### src/rtl/prof_loader_pkg.sv
package profLoaderPkg;
  localparam int NUM_PROFILES = 4;
  localparam int PROF_IDX_W   = $clog2(NUM_PROFILES);

  typedef struct packed {
    logic                  loadActive;
    logic [PROF_IDX_W-1:0] profIdx;
  } ctrlStrobe_t;
endpackage

### src/rtl/prof_ctrl.sv
module profCtrl
  import profLoaderPkg::*;
#(
  parameter int SYNC_STAGES = 2,
  parameter int PACE_DIV    = 4
) (
  input  logic        clk,
  input  logic        rst,
  input  logic        selLow,
  input  logic        selHigh,
  input  logic        singleTone,
  input  logic        updIn,
  output ctrlStrobe_t strobe,
  output logic        dataPace
);
  localparam int PACE_W = (PACE_DIV > 1) ? $clog2(PACE_DIV) : 1;
  localparam logic [PACE_W-1:0] PACE_LAST = PACE_W'(PACE_DIV - 1);

  logic [PROF_IDX_W-1:0] selPipe [SYNC_STAGES];
  logic [SYNC_STAGES:0]  updPipe;
  logic [PROF_IDX_W-1:0] selSync, curProfile;
  logic                  updSync, updPrev, updRise, profChange;
  logic [PACE_W-1:0]     paceCnt;

  // selHigh has weight 2 and selLow weight 1
  always_ff @(posedge clk or posedge rst) begin
    if (rst) begin
      for (int i = 0; i < SYNC_STAGES; i++) selPipe[i] <= '0;
      updPipe <= '0;
    end else begin
      selPipe[0] <= {selHigh, selLow};
      for (int i = 1; i < SYNC_STAGES; i++) selPipe[i] <= selPipe[i-1];
      updPipe <= {updPipe[SYNC_STAGES-1:0], updIn};
    end
  end

  assign selSync = selPipe[SYNC_STAGES-1];
  assign updSync = updPipe[SYNC_STAGES-1];
  assign updPrev = updPipe[SYNC_STAGES];

  // One commit per rising edge, only in single-tone mode
  assign updRise    = updSync & ~updPrev & singleTone;
  assign profChange = (selSync != curProfile);

  always_ff @(posedge clk or posedge rst) begin
    if (rst) curProfile <= '0;
    else     curProfile <= selSync;
  end

  always_comb begin
    strobe.loadActive = profChange | updRise;
    strobe.profIdx    = selSync;
  end

  // Data pacing pulse when not in single-tone mode
  always_ff @(posedge clk or posedge rst) begin
    if (rst) begin
      paceCnt  <= '0;
      dataPace <= 1'b0;
    end else begin
      paceCnt  <= (paceCnt == PACE_LAST) ? '0 : paceCnt + 1'b1;
      dataPace <= !singleTone && (paceCnt == PACE_LAST);
    end
  end

  initial begin
    a_r9_div_range: assert (PACE_DIV >= 2);
  end

  a_r3_change_tracked: assert property (@(posedge clk) disable iff (rst)
    profChange |=> (curProfile == $past(selSync)));

  a_r7_mode_blocks_strobe: assert property (@(posedge clk) disable iff (rst)
    (!singleTone && !profChange) |-> !strobe.loadActive);

  a_r9_pace_single_cycle: assert property (@(posedge clk) disable iff (rst)
    dataPace |=> !dataPace);

  a_r9_quiet_in_tone: assert property (@(posedge clk) disable iff (rst)
    $past(singleTone) |-> !dataPace);
endmodule

### src/rtl/prof_data.sv
module profData
  import profLoaderPkg::*;
#(
  parameter int TW_W = 32
) (
  input  logic                  clk,
  input  logic                  rst,
  input  logic                  wrEn,
  input  logic [PROF_IDX_W-1:0] wrAddr,
  input  logic [TW_W-1:0]       wrData,
  input  ctrlStrobe_t           strobe,
  output logic [TW_W-1:0]       activeWord,
  output logic [TW_W-1:0]       phase
);
  logic [TW_W-1:0] profBank [NUM_PROFILES];

  always_ff @(posedge clk or posedge rst) begin
    if (rst) begin
      for (int i = 0; i < NUM_PROFILES; i++) profBank[i] <= '0;
    end else if (wrEn) begin
      profBank[wrAddr] <= wrData;
    end
  end

  always_ff @(posedge clk or posedge rst) begin
    if (rst)                    activeWord <= '0;
    else if (strobe.loadActive) activeWord <= profBank[strobe.profIdx];
  end

  always_ff @(posedge clk or posedge rst) begin
    if (rst) phase <= '0;
    else     phase <= phase + activeWord;
  end

  // Edits stay invisible unless control commits
  a_r4_word_hold: assert property (@(posedge clk) disable iff (rst)
    !strobe.loadActive |=> $stable(activeWord));
endmodule

### src/rtl/profile_tuning_loader.sv
module profile_tuning_loader
  import profLoaderPkg::*;
#(
  parameter int TW_W        = 32,
  parameter int PACE_DIV    = 4,
  parameter int SYNC_STAGES = 2
) (
  input  logic                  clk,
  input  logic                  rst,
  input  logic                  wrEn,
  input  logic [PROF_IDX_W-1:0] wrAddr,
  input  logic [TW_W-1:0]       wrData,
  input  logic                  selLow,
  input  logic                  selHigh,
  input  logic                  singleTone,
  input  logic                  updIn,
  output logic                  dataPace,
  output logic [TW_W-1:0]       activeTw,
  output logic [TW_W-1:0]       phaseOut
);
  ctrlStrobe_t strobe;

  profCtrl #(.SYNC_STAGES(SYNC_STAGES), .PACE_DIV(PACE_DIV)) ctrlInst (
    .clk(clk), .rst(rst), .selLow(selLow), .selHigh(selHigh),
    .singleTone(singleTone), .updIn(updIn), .strobe(strobe), .dataPace(dataPace)
  );

  profData #(.TW_W(TW_W)) dataInst (
    .clk(clk), .rst(rst), .wrEn(wrEn), .wrAddr(wrAddr), .wrData(wrData),
    .strobe(strobe), .activeWord(activeTw), .phase(phaseOut)
  );

  a_r8_phase_slope: assert property (@(posedge clk) disable iff (rst)
    1'b1 |=> (phaseOut - $past(phaseOut)) == $past(activeTw));

  a_r1_reset_zero: assert property (@(posedge clk)
    rst |-> (activeTw == '0 && phaseOut == '0 && !dataPace));
endmodule

### config.mk
export PLATFORM = sky130hd
export DESIGN_NAME = profile_tuning_loader
export DESIGN_NICKNAME = d
export VERILOG_FILES = /design/src/rtl/prof_loader_pkg.sv /design/src/rtl/prof_ctrl.sv /design/src/rtl/prof_data.sv /design/src/rtl/profile_tuning_loader.sv
export SDC_FILE = /design/constraint.sdc
export NUM_CORES = 1
export LEC_CHECK = 0
export BUFFER_PORTS_ARGS = -buffer_cell sky130_fd_sc_hd__clkbuf_2
export CAP_MARGIN = 20
export CORE_MARGIN = 1.5
export CORE_UTILIZATION = 46
export DETAILED_ROUTE_END_ITERATION = 10
export GPL_TIMING_DRIVEN = 0
export MAX_ROUTING_LAYER = met4
export PLACE_DENSITY_LB_ADDON = 0.3
export SLEW_MARGIN = 40
export SYNTH_ARGS = -nofsm -noshare
export SYNTH_HDL_FRONTEND = slang
export SYNTH_SLANG_ARGS = --single-unit
### constraint.sdc
create_clock -name clk -period 7.15 [get_ports clk]
set_clock_uncertainty 0.05 [all_clocks]
set_input_delay 0.715 -clock clk [delete_from_list [all_inputs] [get_ports clk]]
set_output_delay 0.715 -clock clk [all_outputs]
set_load 0.01 [all_outputs]
==> results.sh <==
export IMPL_outcome="complete, no violations"
export IMPL_crit_type="register to register"
export IMPL_postCtsSetupRepairBufs=0
export IMPL_grt_max_degree=85
export IMPL_p_clk_share_pct=23.7
export IMPL_rsz0062_at_grt="no"
export IMPL_fin_area_um2=11100
export IMPL_setup_viol=0
export IMPL_mostFrequentLayoutCells="dfrtp_1 (204), mux2_2 (160), clkbuf_2 (105)"
export IMPL_final_cells=1074
export IMPL_root_buffer="clkbuf_16"
export IMPL_drcViolationCount=0
export IMPL_internal_power_uw=2980
export IMPL_swShare_pct=35.4
export IMPL_ys_types=57
export IMPL_grtUsageTotal_pct=20.7
export IMPL_die_x_um=146
export IMPL_nNetsFinal=861
export IMPL_die_h_um=146
export IMPL_rows=52
export IMPL_core_area_um2=20200
export IMPL_cts_buffers=22
export IMPL_ys_seq_area_share_pct=54.0
export IMPL_r2r_end="dataInst.phase[28]"
export IMPL_p_leak_uw=0.00493
export IMPL_maxUsedRoutingLayer="met4"
export IMPL_yosysTopAreaCellShare_pct=54.0
export IMPL_yosysWarningCount=0
export IMPL_worstPathCellList="ha_1 -> fa_1 -> a21oi_1 -> o211a_1 -> nor4_1 -> o21ai_2 -> nand2_1 -> a41oi_1 -> xnor2_1"
export IMPL_synth_nets=730
export IMPL_post_dp_hpwl_mm=14.8
export IMPL_r2r_slack_ns=4.43
export IMPL_critPathLaunch="dataInst.activeWord[0]"
export IMPL_wl_met1_mm=9.04
export IMPL_crit_end="dataInst.phase[28]"
export IMPL_cts_buffer_depth=3
export IMPL_routed_wl_mm=20.8
export IMPL_reg2reg_depth=9
export IMPL_dp_cells=1033
export IMPL_grt_pass1_vias=6486
export IMPL_yosysTopAreaCell="dfrtp_1"
export IMPL_seq_power_share_pct=36.1
export IMPL_hold_viol=0
export IMPL_synthToLayoutAreaGrowth_pct=17.3
export IMPL_cpLargestDelayFamily="compound AO/OA/AOI/OAI gates"
export IMPL_mostFrequentLayoutCell="dfrtp_1"
export IMPL_worst_path_stages=9
export IMPL_worst_pin_slew_ns=0.826
export IMPL_syn_inst=656
export IMPL_num_io_pins=106
export IMPL_dr_wl_met3_um=953
export IMPL_min_period_ns=2.72
export IMPL_critPathBufInv=0
export IMPL_grt_pass1_wl_mm=34.3
export IMPL_r2r_start="dataInst.activeWord[0]"
export IMPL_wl_per_cell_um=19.4
export IMPL_drive_gt1_share_pct=43.8
export IMPL_finalSetupTns_ns=0
export IMPL_switchingPower_uw=1640
export IMPL_maxCapViolCount=0
export IMPL_max_freq_mhz=367
export IMPL_utilization_pct=55.0
export IMPL_dieArea_um2=21400
export IMPL_synthFlopType="dfrtp_1"
export IMPL_vias=5936
export IMPL_synth_area_leaders="dfrtp_1 (54%), mux2_2 (19%), mux4_2 (7.6%)"
export IMPL_ctsHoldBuffers=0
export IMPL_portBuffers=105
export IMPL_dpl_cell_area_um2=10400
export IMPL_viasPerCell=5.53
export IMPL_crit_path_max_fanout=4
export IMPL_power_combinational_fraction_pct=40.3
export IMPL_routabilityCongestion=0.893
export IMPL_critPathMaxStageDelay_ns=0.42
export IMPL_drt_initial_drc_count=279
export IMPL_htree_levels=1
export IMPL_nFillCells=1715
export IMPL_syn_avg_cell_area_um2=14.4
export IMPL_worstSkewPairLatency_ns=0.49
export IMPL_vdd_ir_drop_worst_mv=0.313
export IMPL_overflow=0
export IMPL_p_per_area_nw_per_um2=417
export IMPL_start_util_pct=46.8
export IMPL_firstDrtPassIters=4
export IMPL_worstSetupStartpointType="register"
export IMPL_hp_class="input pin to asynchronous set/reset pin"
export IMPL_slew_violations=0
export IMPL_syn_area_um2=9450
export IMPL_routed_wl_met2_mm=10.3
export IMPL_detail_route_antenna_nets=0
export IMPL_multi_input_comb_area_um2=4210
export IMPL_regArea_um2=5100
export IMPL_cts_sinks=204
export IMPL_critical_path_required_ns=7.52
export IMPL_slew_headroom_pct=45.0
export IMPL_ys_ff_latch=204
export IMPL_cp_arrival_ns=3.09
export IMPL_tritoncts="yes"
export IMPL_slowest_stage="fa_1"
export IMPL_post_cts_resized=0
export IMPL_crit_path_end_kind="register"
export IMPL_synth_edf_count=0
export IMPL_antenna_found_initial=2
export IMPL_finalCritPeriodShare_pct=38.1
export IMPL_synthArstFlopShare_pct=100
export IMPL_clk_pin_slew_worst_paths_ns=0.06
[power groups by stage]
stage / Combinational (uW) / Sequential, uW / Clock (uW)
final: 1860 / 1670 / 1090
after global routing: 2060 / 1700 / 1170
after CTS: 1870 / 1670 / 1110
after detailed placement: 1860 / 1690 / 0
after global placement: 1790 / 1670 / 0
after floorplan: 1330 / 1690 / 0
[area by class of cell]
| type | instances | area share, % |
|---|---|---|
| flip-flops and latches | 204 | 46.1 |
| multi-input cells | 420 | 38.0 |
| clock buffers | 34 | 6.11 |
| repair buffers | 107 | 5.24 |
| well taps | 270 | 3.05 |
| plain buffers | 28 | 1.04 |
| clock inverters | 5 | 0.248 |
| inverters | 4 | 0.203 |
| diodes | 2 | 0.0452 |
[metrics by stage]
step	setup WS (ns)	power, uW	hold slack (ns)
2_1_floorplan	0.818	3010	0.281
3_3_place_gp	-0.976	3460	0.284
3_5_place_dp	4.46	3550	0.285
4_1_cts	4.42	4660	0.213
5_1_grt	4.26	4940	0.232
6_report	4.43	4620	0.206
[worst min path at each step]
stage | startpoint | end | slack (ns) | cells after the start
after floorplan | ctrlInst.selPipe[2] | ctrlInst.selSync[0] | 0.28 | 0
after global placement | ctrlInst.updPipe[0] | ctrlInst.updPipe[1] | 0.28 | 0
after detailed placement | ctrlInst.selPipe[3] | ctrlInst.selSync[1] | 0.28 | 0
after CTS | rst | ctrlInst.paceCnt[1] | 0.21 | 2
after global routing | rst | ctrlInst.paceCnt[1] | 0.23 | 2
final | rst | ctrlInst.paceCnt[1] | 0.21 | 2
[routing by layer]
| metal | global-route usage (%) | vias up |
|---|---|---|
| li1 | - | 2706 |
| met1 | 26.0 | 3039 |
| met2 | 34.6 | 151 |
| met3 | 3.62 | 40 |
| met4 | 5.86 | 0 |
| met5 | - | - |
[sequential cells by signal (all words and copies together) (netlist names)]
name	count
dataInst.phase	32
ctrlInst.selPipe	2
ctrlInst.paceCnt	2
ctrlInst.dataPace	1
ctrlInst.curProfile	2
dataInst.activeWord	32
ctrlInst.updPipe	3
ctrlInst.selSync	2
dataInst.profBank	128
[cell usage after synthesis, types with 2 or more instances]
master    count
a21o_1       11
nand3b_1      4
inv_1         4
nand3_1       4
buf_2         5
clkbuf_1     15
and2_1        2
nand4_1       3
a31oi_1       2
mux4_2       32
nor3b_1       2
ha_1         32
nor3_1        2
nand2b_1      2
o21ai_2       2
xnor2_1      21
xor2_1       10
o21ai_1       7
nand2_1      22
buf_1         7
a211oi_1      4
o21ai_0       7
dfrtp_1     204
nor2b_1       2
nor2_1       20
o21bai_1      2
o21a_1        2
and3_1        4
o22ai_1       2
a21oi_1      34
mux2_2      160
[cell families (layout without fill, tap and decap cells)]
kind of cell               Yosys count  after routing  synth area share, %
AOI/OAI and AO/OA                   88             88                 6.42
xor gates and xnor gates            31             31                 2.87
adders and majority gates           33             33                 4.45
buffers and inverters               32            178                 1.38
DFF                                204            204                 54.0
muxes                              192            192                 26.7
other                                0              2                    0
and+or+nand+nor                     76             76                 4.15
Power figures use the tool's default switching activity.
